## src/rtl/efc_pkg.sv

```systemverilog
package efc_pkg;

  typedef enum logic [1:0] {
    MODE_RUN     = 2'b00,
    MODE_ONESHOT = 2'b01,
    MODE_RDCLR   = 2'b10,
    MODE_HOLD    = 2'b11
  } efcMode_e;

  // strobes from control to datapath
  typedef struct packed {
    logic clr;    // force count to zero this cycle
    logic cntEn;  // errored fields may increment
  } efcStrobe_t;

endpackage

```

## src/rtl/efc_ctrl.sv

```systemverilog
module efc_ctrl
  import efc_pkg::*;
#(
  parameter int ADDR_W   = 8,
  parameter int LOW_ADDR = 17
) (
  input  logic              clk,
  input  logic              rstN,
  input  logic              modeWrEn,
  input  logic [1:0]        modeWrData,
  input  logic              hostRdEn,
  input  logic [ADDR_W-1:0] hostRdAddr,
  output efcMode_e          modeQ,
  output efcStrobe_t        strb
);

  localparam logic [ADDR_W-1:0] LowAddr = ADDR_W'(LOW_ADDR);

  efcMode_e modeD;
  logic     lowRead;

  assign lowRead = hostRdEn && (hostRdAddr == LowAddr);

  always_comb begin
    modeD = modeQ;
    if (modeWrEn)
      modeD = efcMode_e'(modeWrData);
    else if (modeQ == MODE_ONESHOT)
      modeD = MODE_RUN;
  end

  always_ff @(posedge clk) begin
    if (!rstN) modeQ <= MODE_RUN;
    else       modeQ <= modeD;
  end

  always_comb begin
    unique case (modeQ)
      MODE_ONESHOT: strb.clr = 1'b1;
      MODE_HOLD:    strb.clr = 1'b1;
      MODE_RDCLR:   strb.clr = lowRead;
      default:      strb.clr = 1'b0;
    endcase
    strb.cntEn = !strb.clr;
  end

endmodule

```

## src/rtl/efc_datapath.sv

```systemverilog
module efc_datapath
  import efc_pkg::*;
#(
  parameter int CNT_W    = 24,
  parameter int FLAG_W   = 15,
  parameter int ADDR_W   = 8,
  parameter int LOW_ADDR = 17
) (
  input  logic              clk,
  input  logic              rstN,
  input  efcStrobe_t        strb,
  input  logic              fieldStrobe,
  input  logic [FLAG_W-1:0] errFlags,
  input  logic [FLAG_W-1:0] sensMask,
  input  logic [ADDR_W-1:0] hostRdAddr,
  output logic [7:0]        hostRdData,
  output logic [CNT_W-1:0]  countQ
);

  localparam int NBYTES = (CNT_W + 7) / 8;
  localparam int PAD_W  = NBYTES * 8;
  localparam logic [CNT_W-1:0] CntMax = '1;

  logic             fieldHit;
  logic             atMax;
  logic [PAD_W-1:0] countPad;

  assign fieldHit = fieldStrobe && (|(errFlags & sensMask));
  assign atMax    = (countQ == CntMax);

  always_ff @(posedge clk) begin
    if (!rstN)
      countQ <= '0;
    else if (strb.clr)
      countQ <= '0;
    else if (strb.cntEn && fieldHit && !atMax)
      countQ <= countQ + 1'b1;
  end

  assign countPad = PAD_W'(countQ);

  // byte-per-address read mux
  logic [NBYTES-1:0][7:0] byteSel;
  generate
    for (genvar b = 0; b < NBYTES; b++) begin : g_byte
      assign byteSel[b] = (hostRdAddr == ADDR_W'(LOW_ADDR + b)) ? countPad[b*8 +: 8] : 8'h00;
    end
  endgenerate

  always_comb begin
    hostRdData = 8'h00;
    for (int b = 0; b < NBYTES; b++) hostRdData |= byteSel[b];
  end

endmodule

```

## src/rtl/err_field_counter.sv

```systemverilog
module err_field_counter
  import efc_pkg::*;
#(
  parameter int CNT_W    = 24,
  parameter int FLAG_W   = 15,
  parameter int ADDR_W   = 8,
  parameter int LOW_ADDR = 17
) (
  input  logic              clk,
  input  logic              rstN,
  input  logic              fieldStrobe,
  input  logic [FLAG_W-1:0] errFlags,
  input  logic [FLAG_W-1:0] sensMask,
  input  logic              modeWrEn,
  input  logic [1:0]        modeWrData,
  input  logic              hostRdEn,
  input  logic [ADDR_W-1:0] hostRdAddr,
  output logic [7:0]        hostRdData,
  output logic [CNT_W-1:0]  count,
  output logic [1:0]        mode
);

  efcMode_e   modeQ;
  efcStrobe_t strb;

  efc_ctrl #(.ADDR_W(ADDR_W), .LOW_ADDR(LOW_ADDR)) u_ctrl (
    .clk        (clk),
    .rstN       (rstN),
    .modeWrEn   (modeWrEn),
    .modeWrData (modeWrData),
    .hostRdEn   (hostRdEn),
    .hostRdAddr (hostRdAddr),
    .modeQ      (modeQ),
    .strb       (strb)
  );

  efc_datapath #(.CNT_W(CNT_W), .FLAG_W(FLAG_W), .ADDR_W(ADDR_W), .LOW_ADDR(LOW_ADDR)) u_dp (
    .clk         (clk),
    .rstN        (rstN),
    .strb        (strb),
    .fieldStrobe (fieldStrobe),
    .errFlags    (errFlags),
    .sensMask    (sensMask),
    .hostRdAddr  (hostRdAddr),
    .hostRdData  (hostRdData),
    .countQ      (count)
  );

  assign mode = modeQ;

endmodule

```

## config.mk

```make
export PLATFORM = sky130hd
export DESIGN_NAME = err_field_counter
export DESIGN_NICKNAME = d
export VERILOG_FILES = /design/src/rtl/efc_pkg.sv /design/src/rtl/efc_ctrl.sv /design/src/rtl/efc_datapath.sv /design/src/rtl/err_field_counter.sv
export SDC_FILE = /design/constraint.sdc
export NUM_CORES = 1
export LEC_CHECK = 0
export ABC_AREA = 1
export BUFFER_PORTS_ARGS = -buffer_cell sky130_fd_sc_hd__buf_2
export CAP_MARGIN = 20
export CORE_ASPECT_RATIO = 2
export CORE_MARGIN = 2
export CORE_UTILIZATION = 30
export CTS_CLUSTER_SIZE = 14
export DETAILED_ROUTE_END_ITERATION = 10
export PLACE_DENSITY_LB_ADDON = 0.05
export SLEW_MARGIN = 20
export SYNTH_ARGS = -nofsm -noshare
export SYNTH_HDL_FRONTEND = slang
export SYNTH_HIERARCHICAL = 1
export SYNTH_SLANG_ARGS = --single-unit
```

## constraint.sdc

```tcl
create_clock -name clk -period 2.45 [get_ports clk]
set_input_delay 0.49 -clock clk [delete_from_list [all_inputs] [get_ports clk]]
set_output_delay 0.49 -clock clk [all_outputs]
set_load 0.01 [all_outputs]
```

==> out/results.ini <==
[timing]
clock_skew_ps=8.44
layout_worst_path_cycle_share_pct=90.8
fmax_ghz=0.449
rsz0062_at_grt=no
max-slew-margin-rel_pct=52.0
hold_viol=0
worst_slack_ps=224
drv_slew=0
setup_violations=0
worstMarginPinSlew_ps=720
setup_tns_ps=0
period_minus_slack_ps=2230

[layout]
syn_to_final_growth_pct=29.4
finalNetCount=493
drive_gt1_share_pct=31.8
antennaDiodeCount=0
fillCellCount=812

[global_routing]
grt_use_met3_pct=1.89
grtUsageMet1_pct=21.7
grt_pass1_vias=2549
antenna_found_initial=0
gr-max-usage-layer=met2
met2_usage_pct=35.4
overflow=0
grt_max_degree=25
grt_pass1_wl_um=12100
grt.total_usage_pct=19.0

[clock_network]
clock_sinks=26
cts_inserted_buffers=3
cts-root-buf=clkbuf_16
clockBufferDepth=2
postCtsSetupBuffers=0
ctsHoldBuffers=0
path_clk_slew_ps=70
cts-resized-gates=0
cts.htree.levels=1
clock_latency_ps=280
cts_tree=yes

[yosys]
synth_common_cells=nand2_1, nor2_1, inv_1
syn_avg_cell_area_sq_um=6.14
ys_seq_area_share_pct=23.7
ys.flop_type=dfxtp_1
async_flop_share_pct=0
yosys_register_bits=26
synth_edf_count=0
yosysTopAreaCell=nand2_1
yosysMostFrequentCell=nand2_1
synth_nets=404
synth_area_sq_um=2200
syn_inst=358
synth_top_area_share_pct=23.7
ys_types=30
synth_warnings=6
synth_area_leaders=nand2_1, dfxtp_1, nor2_1

[setup_path]
worstPathRequired_ps=1960
worst-r2r-cell-count=9
cp_slowest_cell=or2_2
crit_type=primary input to primary output
critPathMaxFanout=8
cp_num_buf_inv=3
path_cells=buf_2, or2_2, nor2_1, nand3_1, buf_4, o221ai_1, buf_2
crit_top_cell=buf_2
critPathLaunchType=primary input
regToRegEndpoint=u_dp/countQ[15]
endpoint_kind=primary output
r2r_setup_slack_ps=590
critPathMaxStageDelay_ps=310
reg2reg_from=u_dp/countQ[1]
cp_top_family=simple AND/OR/NAND/NOR gates
worstPathArrival_ps=1740

[route]
drt-total-wl_um=7250
wl_per_cell_um=13.5
first_pass_iters=4
viasPerCell=4.74
detail-route-antenna-nets=0
drcViolationCount=0
vias=2548
drtIter0Drc=130

[hold_path]
hp-start=modeWrData[1]
holdPathEnd=u_ctrl/modeQ[1]
holdPathStages=3
hp-class=primary input to flop

[power_and_ir_drop]
power.density_nw_per_um2=375
peakVddDrop_mv=0.205
finalPower_w=0.00107
leakage_nw=1.33

[floorplan]
die_w_um=64.5
ioPinCount=79
die_h_um=125
die-area_sq_um=8070
placementRows=44
start_util_pct=30.7
core-area_sq_um=7160

[placed_design]
place_ws_ps=239
routabilityCongestion=0.840
hpwl_um=5670
port_buffers=78

[flow_run]
maxCapViolCount=0

[status]
status=completed

## per-stage QoR
| step | instances | cell area (sq um) | utilization, % | hold slack (ps) |
|---|---|---|---|---|
| global placement | 534 | 2740 | 38.3 | 477 |
| CTS | 538 | 2840 | 39.7 | 458 |
| finish | 538 | 2840 | 39.7 | 463 |
| floorplan | 358 | 2200 | - | 503 |
| global route | 538 | 2840 | 39.7 | 494 |
| detailed placement | 534 | 2740 | 38.3 | 482 |
## area by class of cell
cell class / count / area, sq um / share of cell area (%)
Sequential cell: 26 / 520 / 18.3
Timing Repair Buffer: 89 / 473 / 16.6
Multi-Input combinational cell: 286 / 1480 / 51.9
Inverter: 41 / 154 / 5.41
Clock inverter: 1 / 30.0 / 1.06
Clock buffer: 3 / 75.1 / 2.64
Tap cell: 92 / 115 / 4.05
## routing by layer
| layer | up-vias | wire (um) |
|---|---|---|
| met5 | - | 0 |
| met4 | 0 | 140 |
| met3 | 10 | 243 |
| met2 | 54 | 3960 |
| met1 | 1178 | 2900 |
| li1 | 1306 | - |
## state kept, by name (all words and copies together), names as in the netlist
name          flops
u_dp/countQ      24
u_ctrl/modeQ      2
## power breakdown
group	internal [W]	switching, W	total [W]
Combinational	0.0000527	0.0000799	0.000133
Clock	0.000326	0.000177	0.000503
Sequential	0.000426	0.00000347	0.000430
Total	0.000805	0.000260	0.00107
## cells by family (layout without fill, tap and decap cells)
logic type	after synthesis	after routing	share of synthesized area, %
buffers and inverters	46	134	9.16
AOI/OAI and AO/OA	36	36	12.7
adders and majority gates	1	1	0.569
xor gates and xnor gates	11	11	4.38
DFF	26	26	23.7
and+or+nand+nor	238	238	49.5
## worst register-to-register path, stage by stage (launching register included)
cell and delay (ps):
dfxtp_1 400, ha_1 220, inv_2 80, nor2_8 180, nand2_4 90, nor2_8 140, nand2_4 110, nand3_4 330
nand2_1 130, a21oi_2 140
## cells in the final DEF (no fill, tap or decap), types with 2 or more instances in the layout
cell         n
nand2_1    139
buf_2       78
nor2_1      44
inv_1       39
dfxtp_1     26
a21oi_2     17
nand2_2     15
nand3_1     14
buf_4       11
xor2_1      11
a21oi_1      9
nand4_1      9
o221ai_1     8
nor2_2       4
clkbuf_16    3
nor2_4       3
nor2_8       2
nand2_4      2
## how the worst max path moves through the flow
stage	from	slack, ps	to	cells past startpoint
4_1_cts	hostRdAddr[3]	240	hostRdData[4]	7
3_5_place_dp	hostRdAddr[3]	240	hostRdData[4]	7
5_1_grt	hostRdAddr[3]	180	hostRdData[5]	7
6_report	hostRdAddr[3]	220	hostRdData[4]	7
2_1_floorplan	hostRdAddr[3]	500	hostRdData[0]	4
3_3_place_gp	hostRdAddr[3]	260	hostRdData[0]	7
Note: power is estimated with default switching activity, not from simulation.
